===== config.mk =====
export PLATFORM = sky130hd
export DESIGN_NAME = pcs_csr_block
export DESIGN_NICKNAME = d
export VERILOG_FILES = /design/src/rtl/pcs_csr_pkg.sv /design/src/rtl/pcs_csr_rstseq.sv /design/src/rtl/pcs_csr_latch.sv /design/src/rtl/pcs_csr_irq.sv /design/src/rtl/pcs_csr_block.sv
export SDC_FILE = /design/constraint.sdc
export NUM_CORES = 1
export LEC_CHECK = 0
export CELL_PAD_IN_SITES_DETAIL_PLACEMENT = 1
export CELL_PAD_IN_SITES_GLOBAL_PLACEMENT = 1
export CORE_UTILIZATION = 29
export DETAILED_ROUTE_END_ITERATION = 12
export GPL_TIMING_DRIVEN = 0
export MAX_ROUTING_LAYER = met4
export PLACE_DENSITY_LB_ADDON = 0.08
export SYNTH_ARGS = -nofsm -noshare
export SYNTH_HDL_FRONTEND = slang
export SYNTH_SLANG_ARGS = --single-unit
export TNS_END_PERCENT = 100

===== constraint.sdc =====
create_clock -name clk -period 1.2 [get_ports clk]
set_input_delay 0.24 -clock clk [delete_from_list [all_inputs] [get_ports clk]]
set_output_delay 0.24 -clock clk [all_outputs]
set_load 0.02 [all_outputs]

===== src/rtl/pcs_csr_pkg.sv =====
package pcs_csr_pkg;

    localparam int DATA_W    = 16;
    localparam int ADDR_W    = 3;
    localparam int NUM_LANES = 4;
    localparam int N_CAUSE   = 7;

    // cause bit positions (cause and enable registers share them)
    localparam int C_TXFLT   = 0;
    localparam int C_RXBAD   = 1;
    localparam int C_SYNBAD  = 2;
    localparam int C_BLKLOSS = 3;
    localparam int C_SYNLOSS = 4;
    localparam int C_ALNLOSS = 5;
    localparam int C_DBGSYNC = 6;

    typedef enum logic [ADDR_W-1:0] {
        A_CTRL   = 3'd0,
        A_STAT1  = 3'd1,
        A_STAT2  = 3'd2,
        A_TYPE   = 3'd3,
        A_LIVE   = 3'd4,
        A_ICAUSE = 3'd5,
        A_IEN    = 3'd6,
        A_NONE   = 3'd7
    } csr_addr_e;

    typedef enum logic {
        RST_IDLE   = 1'b0,
        RST_ACTIVE = 1'b1
    } rst_state_e;

endpackage


===== src/rtl/pcs_csr_rstseq.sv =====
module pcs_csr_rstseq
    import pcs_csr_pkg::*;
#(
    parameter int RST_CYCLES = 32
) (
    input  logic clk,
    input  logic rst_n,
    input  logic start_req,
    output logic rst_active
);

    localparam int CW = (RST_CYCLES > 1) ? $clog2(RST_CYCLES) : 1;
    localparam logic [CW-1:0] LAST = CW'(RST_CYCLES - 1);

    rst_state_e state_q, state_d;
    logic [CW-1:0] cnt_q;

    // next-state logic
    always_comb begin
        state_d = state_q;
        unique case (state_q)
            RST_IDLE:   if (start_req)     state_d = RST_ACTIVE;
            RST_ACTIVE: if (cnt_q == LAST) state_d = RST_IDLE;
            default:                       state_d = RST_IDLE;
        endcase
    end

    // state register
    always_ff @(posedge clk or negedge rst_n) begin
        if (!rst_n) state_q <= RST_IDLE;
        else        state_q <= state_d;
    end

    // cycle counter, restarted on entry
    always_ff @(posedge clk or negedge rst_n) begin
        if (!rst_n)                   cnt_q <= '0;
        else if (state_q == RST_IDLE) cnt_q <= '0;
        else                          cnt_q <= cnt_q + 1'b1;
    end

    // outputs
    always_comb begin
        unique case (state_q)
            RST_IDLE:   rst_active = 1'b0;
            RST_ACTIVE: rst_active = 1'b1;
            default:    rst_active = 1'b0;
        endcase
    end


    rst_start_chk: assert property (@(posedge clk) disable iff (!rst_n)
        (start_req && !rst_active) |=> rst_active);


    rst_len_chk: assert property (@(posedge clk) disable iff (!rst_n)
        $fell(rst_active) |-> ($past(cnt_q) == LAST));

endmodule


===== src/rtl/pcs_csr_latch.sv =====
module pcs_csr_latch (
    input  logic clk,
    input  logic rst_n,
    input  logic aligned,
    input  logic tx_cond,
    input  logic rx_cond,
    input  logic rd_stat1,
    input  logic rd_stat2,
    output logic link_lat,
    output logic tx_lat,
    output logic rx_lat
);

    // a read reloads from the live value seen on that same edge, so an
    // event coinciding with the read is kept for the next read
    always_ff @(posedge clk or negedge rst_n) begin
        if (!rst_n) begin
            link_lat <= 1'b0;
        end else if (rd_stat1) begin
            link_lat <= aligned;
        end else begin
            link_lat <= link_lat & aligned;
        end
    end

    always_ff @(posedge clk or negedge rst_n) begin
        if (!rst_n) begin
            tx_lat <= 1'b0;
            rx_lat <= 1'b0;
        end else if (rd_stat2) begin
            tx_lat <= tx_cond;
            rx_lat <= rx_cond;
        end else begin
            tx_lat <= tx_lat | tx_cond;
            rx_lat <= rx_lat | rx_cond;
        end
    end


    link_hold_low_chk: assert property (@(posedge clk) disable iff (!rst_n)
        (!link_lat && !rd_stat1) |=> !link_lat);


    tx_latch_chk: assert property (@(posedge clk) disable iff (!rst_n)
        tx_cond |=> tx_lat);


    rx_latch_chk: assert property (@(posedge clk) disable iff (!rst_n)
        rx_cond |=> rx_lat);


    fault_read_keep_chk: assert property (@(posedge clk) disable iff (!rst_n)
        (rd_stat2 && rx_cond) |=> rx_lat);

endmodule


===== src/rtl/pcs_csr_irq.sv =====
module pcs_csr_irq
    import pcs_csr_pkg::*;
(
    input  logic                 clk,
    input  logic                 rst_n,
    input  logic [NUM_LANES-1:0] lane_bitlock,
    input  logic [NUM_LANES-1:0] lane_sync,
    input  logic [NUM_LANES-1:0] lane_sync_bad,
    input  logic [NUM_LANES-1:0] sync_dbg_evt,
    input  logic                 aligned,
    input  logic                 rx_machine_bad,
    input  logic                 clr_wr,
    input  logic                 en_wr,
    input  logic [N_CAUSE-1:0]   wr_bits,
    output logic [N_CAUSE-1:0]   cause_q,
    output logic [N_CAUSE-1:0]   en_q,
    output logic                 irq
);

    logic [NUM_LANES-1:0] bitlock_prev, sync_prev;
    logic [NUM_LANES-1:0] bitlock_fall, sync_fall;
    logic                 align_prev;
    logic [N_CAUSE-1:0]   evt, cause_d, clr_mask;

    always_ff @(posedge clk or negedge rst_n) begin
        if (!rst_n) begin
            bitlock_prev <= '0;
            sync_prev    <= '0;
            align_prev   <= 1'b0;
        end else begin
            bitlock_prev <= lane_bitlock;
            sync_prev    <= lane_sync;
            align_prev   <= aligned;
        end
    end

    for (genvar g = 0; g < NUM_LANES; g++) begin : g_lane_edge
        assign bitlock_fall[g] = bitlock_prev[g] & ~lane_bitlock[g];
        assign sync_fall[g]    = sync_prev[g]    & ~lane_sync[g];
    end

    always_comb begin
        evt            = '0;
        evt[C_TXFLT]   = 1'b0;
        evt[C_RXBAD]   = rx_machine_bad;
        evt[C_SYNBAD]  = |lane_sync_bad;
        evt[C_BLKLOSS] = |bitlock_fall;
        evt[C_SYNLOSS] = |sync_fall;
        evt[C_ALNLOSS] = align_prev & ~aligned;
        evt[C_DBGSYNC] = |sync_dbg_evt;
    end

    assign clr_mask = clr_wr ? wr_bits : '0;
    assign cause_d  = (cause_q & ~clr_mask) | evt;

    always_ff @(posedge clk or negedge rst_n) begin
        if (!rst_n) begin
            cause_q <= '0;
            en_q    <= '0;
        end else begin
            cause_q <= cause_d;
            if (en_wr) en_q <= wr_bits;
        end
    end

    assign irq = |(cause_q & en_q);

    for (genvar k = 0; k < N_CAUSE; k++) begin : g_cause_chk

        cause_set_chk: assert property (@(posedge clk) disable iff (!rst_n)
            evt[k] |=> cause_q[k]);
    end


    align_steady_chk: assert property (@(posedge clk) disable iff (!rst_n)
        (!align_prev && !aligned && !cause_q[C_ALNLOSS] && !en_wr)
            |=> !cause_q[C_ALNLOSS]);


    irq_source_chk: assert property (@(posedge clk) disable iff (!rst_n)
        $rose(irq) |-> ($past(cause_d & en_q) != '0 || $past(en_wr)));

endmodule


===== src/rtl/pcs_csr_block.sv =====
module pcs_csr_block
    import pcs_csr_pkg::*;
#(
    parameter int RST_CYCLES = 32
) (
    input  logic              clk,
    input  logic              rst_n,
    input  logic              reg_wr,
    input  logic              reg_rd,
    input  logic [ADDR_W-1:0] reg_addr,
    input  logic [DATA_W-1:0] reg_wdata,
    output logic [DATA_W-1:0] reg_rdata,
    input  logic [3:0]        lane_bitlock,
    input  logic [3:0]        lane_sync,
    input  logic              lanes_aligned,
    input  logic [3:0]        lane_sync_bad,
    input  logic              rx_machine_bad,
    input  logic [3:0]        sync_dbg_pulse,
    input  logic              tx_fault_cond,
    input  logic              rx_fault_cond,
    output logic              irq,
    output logic              pcs_reset,
    output logic              loopback_en
);

    csr_addr_e addr;
    logic wr_ctrl, wr_cause, wr_en, rd_s1, rd_s2;
    logic loopback_q, rst_active;
    logic link_lat, tx_lat, rx_lat;
    logic [N_CAUSE-1:0] cause_q, en_q;
    logic unused_wbits;

    assign addr     = csr_addr_e'(reg_addr);
    assign wr_ctrl  = reg_wr && (addr == A_CTRL);
    assign wr_cause = reg_wr && (addr == A_ICAUSE);
    assign wr_en    = reg_wr && (addr == A_IEN);
    assign rd_s1    = reg_rd && (addr == A_STAT1);
    assign rd_s2    = reg_rd && (addr == A_STAT2);
    assign unused_wbits = ^reg_wdata[13:7];

    always_ff @(posedge clk or negedge rst_n) begin
        if (!rst_n)       loopback_q <= 1'b0;
        else if (wr_ctrl) loopback_q <= reg_wdata[14];
    end

    pcs_csr_rstseq #(.RST_CYCLES(RST_CYCLES)) u_rstseq (
        .clk        (clk),
        .rst_n      (rst_n),
        .start_req  (wr_ctrl && reg_wdata[15]),
        .rst_active (rst_active)
    );

    pcs_csr_latch u_latch (
        .clk      (clk),
        .rst_n    (rst_n),
        .aligned  (lanes_aligned),
        .tx_cond  (tx_fault_cond),
        .rx_cond  (rx_fault_cond),
        .rd_stat1 (rd_s1),
        .rd_stat2 (rd_s2),
        .link_lat (link_lat),
        .tx_lat   (tx_lat),
        .rx_lat   (rx_lat)
    );

    pcs_csr_irq u_irq (
        .clk            (clk),
        .rst_n          (rst_n),
        .lane_bitlock   (lane_bitlock),
        .lane_sync      (lane_sync),
        .lane_sync_bad  (lane_sync_bad),
        .sync_dbg_evt   (sync_dbg_pulse),
        .aligned        (lanes_aligned),
        .rx_machine_bad (rx_machine_bad),
        .clr_wr         (wr_cause),
        .en_wr          (wr_en),
        .wr_bits        (reg_wdata[N_CAUSE-1:0]),
        .cause_q        (cause_q),
        .en_q           (en_q),
        .irq            (irq)
    );

    always_comb begin
        unique case (addr)
            A_CTRL:   reg_rdata = {rst_active, loopback_q, 1'b1, 6'b0, 1'b1, 4'b0000, 2'b00};
            A_STAT1:  reg_rdata = {8'b0, (tx_lat | rx_lat), 4'b0, link_lat, 1'b1, 1'b0};
            A_STAT2:  reg_rdata = {2'b10, 2'b00, tx_lat, rx_lat, 7'b0, 3'b010};
            A_TYPE:   reg_rdata = 16'h0001;
            A_LIVE:   reg_rdata = {3'b0, lanes_aligned, 1'b0, 7'b0, lane_sync};
            A_ICAUSE: reg_rdata = {{(DATA_W-N_CAUSE){1'b0}}, cause_q};
            A_IEN:    reg_rdata = {{(DATA_W-N_CAUSE){1'b0}}, en_q};
            default:  reg_rdata = '0;
        endcase
    end

    assign pcs_reset   = rst_active;
    assign loopback_en = loopback_q;


    loopback_wr_chk: assert property (@(posedge clk) disable iff (!rst_n)
        wr_ctrl |=> (loopback_en == $past(reg_wdata[14])));


    fault_summary_chk: assert property (@(posedge clk) disable iff (!rst_n)
        (tx_fault_cond || rx_fault_cond) |=> (addr != A_STAT1) || reg_rdata[7]);

endmodule


### Word level (Yosys, flattened, before mapping)

Cells that the tools add are included.

* $add $sub $neg: 1
* equality and inequality tests: 7
* muxes and demuxes: 10
* bitwise logic cells: 27
* reductions and logical operators: 12

Operators with widths (number)
* $pmux 16 s7: 1
* $reduce_or 4->1: 4
* $and 7x7->7: 2
* $and 1x1->1: 10
* $not 1->1: 10
* $eq 3x3->1 const B: 3
* $mux 7: 1
* $not 7->7: 1
* $or 7x7->7: 1
* $reduce_or 7->1: 1
* $eq 3x2->1 const B: 2
* $logic_and 1x1->1: 6
* $add 5x1->5 const B: 1
* $eq 5x5->1 const B: 1
* $mux 1: 5
* $mux 5: 1
* $pmux 1 s2: 2
* $eq 3x1->1 const B: 1
* $logic_not 3->1: 1
* $or 1x1->1: 3

* bits in registers: 33
* bits of input ports: 43
* output and inout port bits: 19

### Logic depth before layout (Yosys ltp)

Gate-level depths: netlist of run 1.

* depth in word-level cells: 6
* gate-level depth with buffers: 4
* gate-level depth less buffers: 4

### Hierarchy

Synthesis of run 1 repeated with hierarchy kept, for this count alone.

* cell total of the unflattened synthesis: 144
* area total of the unflattened synthesis: 1572.8 sq um

By module, submodules not included
* pcs_csr_irq: instances 1, cells each 64, area an instance 834.6 sq um, seq. area each 575.6 sq um
* pcs_csr_block: instances 1, cells each 53, area an instance 381.6 sq um, seq. area each 25.0 sq um
* pcs_csr_rstseq: instances 1, cells each 20, area an instance 255.2 sq um, seq. area each 150.1 sq um
* pcs_csr_latch: instances 1, cells each 7, area an instance 101.3 sq um, seq. area each 75.1 sq um

### Least setup slack after synthesis of run 1

No wires, ideal clock.

* path kind: input to output
* start: in reg_addr[0]
* end: out reg_rdata[1]
* data arrival time: 1.141 ns
* required time: 0.960 ns
* slack: -0.181 ns
* stages: 3
* path buffers: 1
* cell sequence: buf_2 o21bai_1 a221oi_1

* word-level cells in the longest chain between the ends: 2
* elaborated cells on any way between the ends: 8
* classes of those cells: 6 x eq/ne; 1 x mux; 1 x reduce/logical

RTL lines
* start, declared: RTL line pcs_csr_block.sv:10 `input logic [ADDR_W-1:0] reg_addr,`
* $eq 3x3->1, or another cell as far along: RTL line pcs_csr_block.sv:84 `unique case (addr)`
* $pmux 16 s7 (*): RTL line pcs_csr_block.sv:84
* end, declared: RTL line pcs_csr_block.sv:12 `output logic [DATA_W-1:0] reg_rdata,`

Mark *: on every way between the ends. The rest lies on a longest branch, timed or not.

### Worst setup path after layout of run 1

* start: reg u_irq.cause_q[3]
* end: out irq

* word-level cells in the longest chain between the ends: 2

RTL lines
* start, declared: RTL line pcs_csr_irq.sv:15 `output logic [N_CAUSE-1:0] cause_q,`
* start signal, assigned: RTL line pcs_csr_irq.sv:61 `cause_q <= cause_d;`
* $and 7x7->7: RTL line pcs_csr_irq.sv:66 `assign irq = |(cause_q & en_q);`
* $reduce_or 7->1: RTL line pcs_csr_irq.sv:66
* end, declared: RTL line pcs_csr_block.sv:21 `output logic irq,`

No other way between the ends.

==> impl_metrics.yaml, run 1 <==
outcome:
  status: "complete, but fails checks"
  violations: "setup timing"
clock_network:
  cts_hold_buffers: 0
  clock_latency_ns: 0.29
  cts_tree: "done"
  clockBufferDepth: 2
  root_buffer: "clkbuf_8"
  htreeDepth: 2
  cts_made_buffers: 5
  cts_sinks: 33
  clkSlewWorstSetupHoldPaths_ns: 0.07
sta:
  max_freq_ghz: 0.6196
  layout_setup_ws_ns: -0.4140
  setup_viol: 13
  fin_tns_setup_ns: -2.268
  period_share_pct: 134.5
  clock_skew_ns: 0.003069
  max_slew_margin_pct: 50.53
  tightestPinTransition_ns: 0.7420
  whs_ns: 0.009757
  rsz0062_at_grt: "yes"
  fin_crit_ns: 1.614
  drv_slew: 0
  hold_viol_final: 0
placed_design:
  place_congestion: 0.7442
  dp_slack_ns: -1.287
  dpl_cell_area_um2: 2177
  dp_cells: 264
  dpl.hpwl_um: 3093
  port_buffers: 52
layout:
  antenna_cells: 0
  syn_to_final_growth_pct: 65.17
  layout-drive-gt1-share_pct: 40.83
  finalNetCount: 262
  instances_no_fill: 288
  fillCellCount: 578
  post-route-util_pct: 49.49
  final_area_um2: 2527
route:
  drt_pass1_iterations: 4
  initialDrtViolationCount: 24
  vias: 1349
  viasPerCell: 4.684
  drtAntennaViolNets: 0
  routedWlPerCell_um: 15.44
  drc: 0
  wirelength_um: 4448
global_routing:
  grt_use_total_pct: 18.02
  grt_pass1_wl_um: 6996
  overflow: 0
  grt_max_degree: 34
  antenna_found_initial: 0
  grt_pass1_vias: 1422
synth:
  seq_area_frac_synth_pct: 53.97
  postSynthCellCount: 141
  synth_edf_count: 0
  synth.area.top_cells: "dfrtp_1 54%, mux2_2 5.2%, nand2_1 2.7%"
  synth_cell_types: 41
  synth_commonest_cells: "33 x dfrtp_1, 11 x nand2_1, 9 x inv_1, 7 x mux2_2, 7 x nor2_1"
  synth_top_cell_area_share_pct: 53.97
  ys_warn_count: 0
  ys_ff_latch: 33
  postSynthAreaPerCell_um2: 10.85
  synth_area_um2: 1530
  async_flop_share_pct: 100.0
  ys.flop_type: "dfrtp_1"
  synth_most_common_cell: "dfrtp_1"
  synth_area_leader_cell: "dfrtp_1"
floorplanning:
  ioPinCount: 62
  die_w_um: 74.64
  rows: 26
  core_area_um2: 5107
  die_area_um2: 5571
  initial_core_util_pct: 29.96
  die_h_um: 74.64
run:
  maxCapViolCount: 0
setup_path:
  crit_fanout: 3
  crit_type: "reg2out"
  arrival_ns: 1.37
  crit_path_max_incr_delay_ns: 0.40
  path_cells: "a222oi_1 > nand3_1 > buf_6"
  slowest_stage: "dfrtp_1"
  crit_family: "flip-flops"
  worst_ep_required_time_ns: 0.96
  path_buf_inv: 1
  cp-end-kind: "output pin"
  critPathLaunchType: "flop"
power_and_ir_drop:
  ir_drop_v: 0.0005114
  total_power_mw: 3.144
  leakage_nw: 1.114
  cellPowerDensity_nw_per_um2: 1244
hold_path:
  hp-class: "in2async"
==> worst paths after layout <==
path / from / endpoint / slack [ns] / depth (start not counted)
max in group asynchronous: rst_n / u_rstseq.state_q$_DFF_PN0_ / 0.68 / 1
worst min-delay path: rst_n / u_rstseq.cnt_q[2]$_DFF_PN0_ / 0.01 / 1
worst max register to register: u_rstseq.cnt_q[1]$_DFF_PN0_ / u_rstseq.cnt_q[4]$_DFF_PN0_ / 0.04 / 4
worst max-delay path: u_irq.cause_q[3]$_DFF_PN0_ / irq / -0.41 / 3
min in group clk: lanes_aligned / u_irq.align_prev$_DFF_PN0_ / 0.23 / 1
worst min register to register: u_irq.align_prev$_DFF_PN0_ / u_irq.cause_q[5]$_DFF_PN0_ / 0.49 / 1
==> layout make-up <==
type	instances	area [um2]	area share, %
Clock inverter	1	5.005	0.1980
Sequential cell	33	827.0	32.72
Inverter	10	40.04	1.584
Tap cell	70	87.58	3.465
Buffer	7	68.82	2.723
Clock buffer	7	96.34	3.812
Timing Repair Buffer	68	625.6	24.75
Multi-Input combinational cell	92	777.0	30.74
==> registers in the layout (all words and copies together), names as in the netlist <==
register            flops
loopback_en             1
u_irq.align_prev        1
u_irq.bitlock_prev      4
u_irq.cause_q           7
u_irq.en_q              7
u_irq.sync_prev         4
u_latch.link_lat        1
u_latch.rx_lat          1
u_latch.tx_lat          1
u_rstseq.cnt_q          5
u_rstseq.state_q        1
==> report_power, final <==
part           internal, mW  switching, mW  total, mW
registers              1.27          0.123       1.39
clock network         0.518          0.409      0.927
logic                 0.469          0.358      0.827
total                  2.25          0.890       3.14
==> cells in the final DEF (no fill, tap or decap), types with 3 or more instances in the layout <==
cell type	Yosys	routed
nand3_1	6	5
mux2i_1	3	3
inv_1	9	9
and3_4	0	4
clkdlybuf4s50_1	0	25
buf_6	0	12
o22ai_1	5	4
and2_1	5	3
a21o_1	5	5
mux2_2	7	7
nor2_1	7	5
dlygate4sd2_1	0	5
clkbuf_8	0	7
nand2_1	11	11
dfrtp_1	33	32
a22oi_2	0	3
buf_2	5	8
buf_4	2	21
==> layer usage <==
| metal | share of wire, % | vias to the layer above | global-route usage [%] |
|---|---|---|---|
| met1 | 43 | 664 | 20.87 |
| met3 | 4.0 | 5 | 4.284 |
| met4 | 1.5 | 0 | 6.918 |
| li1 | - | 642 | - |
| met2 | 52 | 38 | 30.23 |
| met5 | 0 | - | - |
==> cells by family after synthesis <==
group                      Yosys count  synth area share [%]
DFF                                 33                 53.97
AOI/OAI and AO/OA                   30                 14.15
and+or+nand+nor                     45                 15.94
muxes                               11                 7.850
adders and majority gates            2                 1.635
xor gates and xnor gates             2                 1.145
other                                1                0.2451
buffers and inverters               17                 5.069
==> timing repair <==
item / CTS / global route
endpoints found under the setup margin: 35 / 17
resized for setup: 137 / 18
buffers inserted: 10 / 4
cloned: 2 / 0
pin swaps: 13 / 9
Note: power is estimated with default switching activity, not from simulation.
==> run 2, diff against run 1 <==
--- a/config.mk
+++ b/config.mk
@@ -10,9 +10,11 @@
 export CORE_UTILIZATION = 29
 export DETAILED_ROUTE_END_ITERATION = 12
 export GPL_TIMING_DRIVEN = 0
+export HOLD_SLACK_MARGIN = 0.08
 export MAX_ROUTING_LAYER = met4
 export PLACE_DENSITY_LB_ADDON = 0.08
 export SYNTH_ARGS = -nofsm -noshare
 export SYNTH_HDL_FRONTEND = slang
+export SYNTH_HIERARCHICAL = 1
 export SYNTH_SLANG_ARGS = --single-unit
 export TNS_END_PERCENT = 100
==> impl_metrics.yaml, run 2 <==
sta:
  rsz0062_at_grt: "yes"
  setup_viol: 13
  hold_viol_final: 0
  period_share_pct: 142.0
  layout_setup_ws_ns: -0.5045
  clock_skew_ns: 0.007449
  whs_ns: 0.1418
  max_freq_ghz: 0.5867
  drv_slew: 0
  fin_crit_ns: 1.705
clock_network:
  clockBufferDepth: 2
  htreeDepth: 2
  cts_sinks: 33
  cts_made_buffers: 5
  cts_tree: "done"
  clkSlewWorstSetupHoldPaths_ns: 0.07
  clock_latency_ns: 0.30
  root_buffer: "clkbuf_8"
run:
  maxCapViolCount: 0
layout:
  seq_area_um2: 827.0
  final_common_cell: "buf_4"
  post-route-util_pct: 53.02
  top_regs: "u_irq/cause_q: 7 flops, u_irq/en_q: 7 flops, u_rstseq/cnt_q: 5 flops"
  multi_input_area_um2: 813.3
  final_area_um2: 2743
  antenna_cells: 0
  layout-drive-gt1-share_pct: 43.59
  fillCellCount: 548
  finalNetCount: 278
  syn_to_final_growth_pct: 74.38
  mostFrequentLayoutCells: "33 x buf_4, 32 x dfrtp_1, 25 x clkdlybuf4s50_1, 12 x nand2_1, 12 x inv_1"
route:
  drtAntennaViolNets: 0
  routedWlPerCell_um: 17.08
  wirelength_um: 5192
  viasPerCell: 4.668
  vias: 1419
  drc: 0
  drt_pass1_iterations: 4
  initialDrtViolationCount: 48
synth:
  synth_commonest_cells: "33 x dfrtp_1, 14 x nand2_1, 13 x inv_1, 7 x and2_1, 7 x mux2_2"
  ys.flop_type: "dfrtp_1"
  postSynthCellCount: 144
  ys_warn_count: 6
  synth_most_common_cell: "dfrtp_1"
  synth_top_cell_area_share_pct: 52.51
  synth_area_leader_cell: "dfrtp_1"
  async_flop_share_pct: 100.0
  ys_ff_latch: 33
  synth_area_um2: 1573
  synth.area.top_cells: "dfrtp_1 53%, mux2_2 5.0%, nand2_1 3.3%"
  synth_cell_types: 41
  seq_area_frac_synth_pct: 52.51
  postSynthAreaPerCell_um2: 10.92
  synth_edf_count: 0
hold_path:
  hp-start: "lane_sync[3]"
  holdPathEnd: "u_irq/sync_prev[3]$_DFF_PN0_"
  hp-class: "in2reg"
  whs_path_depth: 1
setup_path:
  r2r_end: "u_rstseq/cnt_q[4]$_DFF_PN0_"
  critPathLaunchType: "flop"
  arrival_ns: 1.46
  worst_ep_required_time_ns: 0.96
  crit_fanout: 3
  crit_start: "u_irq/en_q[4]$_DFFE_PN0P_"
  crit_type: "reg2out"
  r2r_start: "u_rstseq/cnt_q[1]$_DFF_PN0_"
  rr_worst_depth: 4
  r2r_slack_ns: 0.01
  cp-end-kind: "output pin"
outcome:
  violations: "setup timing"
  status: "complete, but fails checks"
placed_design:
  dpl.hpwl_um: 3302
  place_congestion: 0.8354
  dpl_cell_area_um2: 2272
  port_buffers: 49
power_and_ir_drop:
  total_power_mw: 3.298
  leakage_nw: 1.277
  cellPowerDensity_nw_per_um2: 1203
  ir_drop_v: 0.0005953
global_routing:
  grt_pass1_vias: 1469
  grt_use_total_pct: 18.56
  antenna_found_initial: 0
  overflow: 0
  grt_max_degree: 34
  grt_pass1_wl_um: 7307
floorplanning:
  initial_core_util_pct: 30.41
  ioPinCount: 62
  die_area_um2: 5722
  rows: 26
  die_h_um: 75.65
  core_area_um2: 5172
  die_w_um: 75.65
-- run 2: cell count changes after synthesis, sizes merged, moves of 3 or more --
cell   delta
nor2      -5
nand2     +4
o22ai     -4
inv       +3
nand3     -3
-- run 2: worst max-delay path: stages (launching register included) --
cell      delay (ns)
dfrtp_1         0.41
a222oi_1        0.43
nand3_1         0.15
buf_4           0.18
-- run 2: cell families after synthesis --
group | after synthesis | synth area share [%]
buffers and inverters | 21 | 6.921
AO/OA/AOI/OAI | 25 | 12.09
XOR/XNOR | 1 | 0.5570
AND/OR/NAND/NOR | 48 | 16.95
flip-flops | 33 | 52.51
adder cells (fa/ha/maj) | 2 | 1.591
multiplexers | 13 | 9.149
other | 1 | 0.2384
-- run 2: where the power goes --
group / switching (mW) / internal, mW
clock network: 0.435 / 0.519
logic: 0.386 / 0.572
registers: 0.122 / 1.26
total: 0.943 / 2.36
-- run 2: area by class of cell --
| type | instances | area share, % |
|---|---|---|
| buffer | 8 | 4.106 |
| clock buffer | 7 | 3.513 |
| clock inverter | 1 | 0.1825 |
| inverter | 13 | 1.916 |
| multi-input combinational | 91 | 29.65 |
| sequential | 33 | 30.16 |
| tap | 70 | 3.193 |
| timing repair buffer | 81 | 27.28 |
-- run 2: repair_timing --
item,in CTS,in global routing
gates resized for setup,99,24
buffers inserted,11,18
pin swaps,5,13
cloned,0,2
endpoints found under the hold margin,33,0
endpoints found under the setup margin,27,51
hold buffers,1,0
-- run 2: worst max-delay path by stage --
stage                                       to  cells past startpoint
floorplan           u_irq/cause_q[3]$_DFF_PN0_                      6
global placement    u_irq/cause_q[2]$_DFF_PN0_                      1
detailed placement                reg_rdata[2]                      4
CTS                                        irq                      3
global route                               irq                      3
finish                                     irq                      3
-- run 2: metrics by stage --
step | setup WS [ns] | cells | TNS [ns]
3_3_place_gp | -0.7742 | 264 | -37.96
2_1_floorplan | -0.06450 | 145 | -0.4218
3_5_place_dp | -0.7405 | 264 | -13.58
5_1_grt | -0.5574 | 304 | -3.228
4_1_cts | -0.4521 | 284 | -2.174
6_report | -0.5045 | 304 | -2.365
-- run 2: metal layers --
layer	global-route usage [%]	vias to the layer above	routed length [um]
met2	31.05	41	2782
met3	4.497	5	268
li1	-	672	-
met5	-	-	0
met1	21.68	701	2090
met4	6.790	0	51
==> run 3, diff against run 2 <==
--- a/config.mk
+++ b/config.mk
@@ -12,7 +12,7 @@
 export GPL_TIMING_DRIVEN = 0
 export HOLD_SLACK_MARGIN = 0.08
 export MAX_ROUTING_LAYER = met4
-export PLACE_DENSITY_LB_ADDON = 0.08
+export PLACE_DENSITY_LB_ADDON = 0.1
 export SYNTH_ARGS = -nofsm -noshare
 export SYNTH_HDL_FRONTEND = slang
 export SYNTH_HIERARCHICAL = 1
==> constraint.sdc (replaced) <==
create_clock -name clk -period 1.2 [get_ports clk]
set_input_delay 0.24 -clock clk [delete_from_list [all_inputs] [get_ports clk]]
set_output_delay 0.24 -clock clk [all_outputs]
set_load 0.05 [all_outputs]
==> impl_metrics.yaml, run 3 (synthesis gave the netlist of run 2 again) <==
outcome:
  status: "complete, but fails checks"
  violations: "setup timing"
sta:
  drv_slew: 0
  rsz0062_at_grt: "yes"
  clock_skew_ns: 0.0004755
  max_freq_ghz: 0.5882
  layout_setup_ws_ns: -0.5000
  hold_viol_final: 0
  fin_tns_setup_ns: -2.224
  fin_crit_ns: 1.700
  period_share_pct: 141.7
  setup_viol: 13
placed_design:
  place_congestion: 0.8233
  dpl_cell_area_um2: 2286
  dpl.hpwl_um: 3202
  port_buffers: 49
clock_network:
  root_buffer: "clkbuf_8"
  htreeDepth: 2
  clock_latency_ns: 0.28
  clkSlewWorstSetupHoldPaths_ns: 0.07
  cts_sinks: 33
  cts_made_buffers: 5
  clockBufferDepth: 2
  cts_tree: "done"
setup_path:
  arrival_ns: 1.46
  cp-end-kind: "output pin"
  r2r_slack_ns: 0.02
  crit_type: "reg2out"
  critPathLaunchType: "flop"
  worst_ep_required_time_ns: 0.96
  crit_fanout: 3
layout:
  top_regs: "u_irq/cause_q: 7 flops, u_irq/en_q: 7 flops, u_rstseq/cnt_q: 5 flops"
  final_area_um2: 2629
  antenna_cells: 0
  final_common_cell: "dfrtp_1"
  finalNetCount: 261
  syn_to_final_growth_pct: 67.14
  layout-drive-gt1-share_pct: 40.55
  mostFrequentLayoutCells: "32 x dfrtp_1, 25 x clkdlybuf4s50_1, 17 x buf_4"
global_routing:
  grt_pass1_wl_um: 6886
  overflow: 0
  grt_pass1_vias: 1441
  grt_max_degree: 34
  grt_use_total_pct: 17.58
  antenna_found_initial: 0
route:
  viasPerCell: 4.672
  drtAntennaViolNets: 0
  drc: 0
  wirelength_um: 4317
  routedWlPerCell_um: 15.04
  vias: 1341
  initialDrtViolationCount: 58
  drt_pass1_iterations: 4
power_and_ir_drop:
  cellPowerDensity_nw_per_um2: 1310
  ir_drop_v: 0.0006919
  total_power_mw: 3.443
  leakage_nw: 1.190
floorplanning:
  ioPinCount: 62
  die_area_um2: 5722
  die_w_um: 75.65
  initial_core_util_pct: 30.41
  core_area_um2: 5172
  die_h_um: 75.65
  rows: 26
hold_path:
  hp-class: "in2reg"
run:
  maxCapViolCount: 0
==> run 3: cell count changes in the layout (fill, tap and decap cells not counted), sizes merged <==
| cell | change |
|---|---|
| buf | -16 |
| bufinv | +1 |
| clkbuf | -1 |
| clkinv | -1 |
| clkinvlp | -1 |
| dlygate4sd2 | +1 |
| dlymetal6s2s | -1 |
| inv | +1 |
==> run 3: critical path, stage by stage, from the launching register on <==
cell	delay, ns
dfrtp_1	0.39
a222oi_1	0.48
nand3_2	0.14
buf_6	0.17
==> run 3: layer usage <==
metal	track usage (%)	share of wire, %
met1	19.98	41
met2	30.36	54
met3	4.497	4.2
met4	5.556	0.67
met5	-	0
==> run 3: layout make-up <==
type | instances | area, um2
tap | 70 | 87.58
fill | 556 | 2544
multi-input combinational | 91 | 822.0
inverter | 13 | 53.80
clock buffer | 7 | 86.33
timing repair buffer | 64 | 615.6
sequential | 33 | 827.0
clock inverter | 1 | 30.03
buffer | 8 | 106.4
==> run 3: repair_timing <==
item | 4_1_cts | 5_1_grt
hold endpoints to repair | 33 | 0
cloned | 0 | 0
hold buffers | 1 | 0
buffers inserted | 7 | 7
pin swaps | 6 | 6
resized for setup | 137 | 13
endpoints found under the setup margin | 27 | 27
==> run 3: path summary, 6_finish.rpt <==
check | from | end | depth (start not counted)
max in group asynchronous | rst_n | u_rstseq/state_q$_DFF_PN0_ | 2
worst max register to register | u_rstseq/cnt_q[1]$_DFF_PN0_ | u_rstseq/cnt_q[4]$_DFF_PN0_ | 4
min in group asynchronous | rst_n | u_irq/cause_q[4]$_DFF_PN0_ | 2
worst min register to register | u_irq/cause_q[2]$_DFF_PN0_ | u_irq/cause_q[2]$_DFF_PN0_ | 2
worst max-delay path | u_irq/en_q[4]$_DFFE_PN0P_ | irq | 3
worst min-delay path | lane_sync[2] | u_irq/sync_prev[2]$_DFF_PN0_ | 1
==> run 3: power by group <==
part	total, mW	internal [mW]	switching, mW	leakage (nW)
Clock	1.07	0.677	0.395	0.0585
Sequential	1.39	1.27	0.123	0.375
Combinational	0.983	0.497	0.486	0.757
==> run 3: stage by stage <==
stage	cells	util, %	hold slack, ns	worst slack (ns)
3_3_place_gp	264	44.29	0.4480	-0.9639
2_1_floorplan	145	-	-0.05559	-0.3119
5_1_grt	287	50.82	0.2461	-0.5615
6_report	287	50.82	0.2486	-0.5000
4_1_cts	280	48.89	0.2405	-0.5171
3_5_place_dp	264	44.19	0.3558	-0.9673
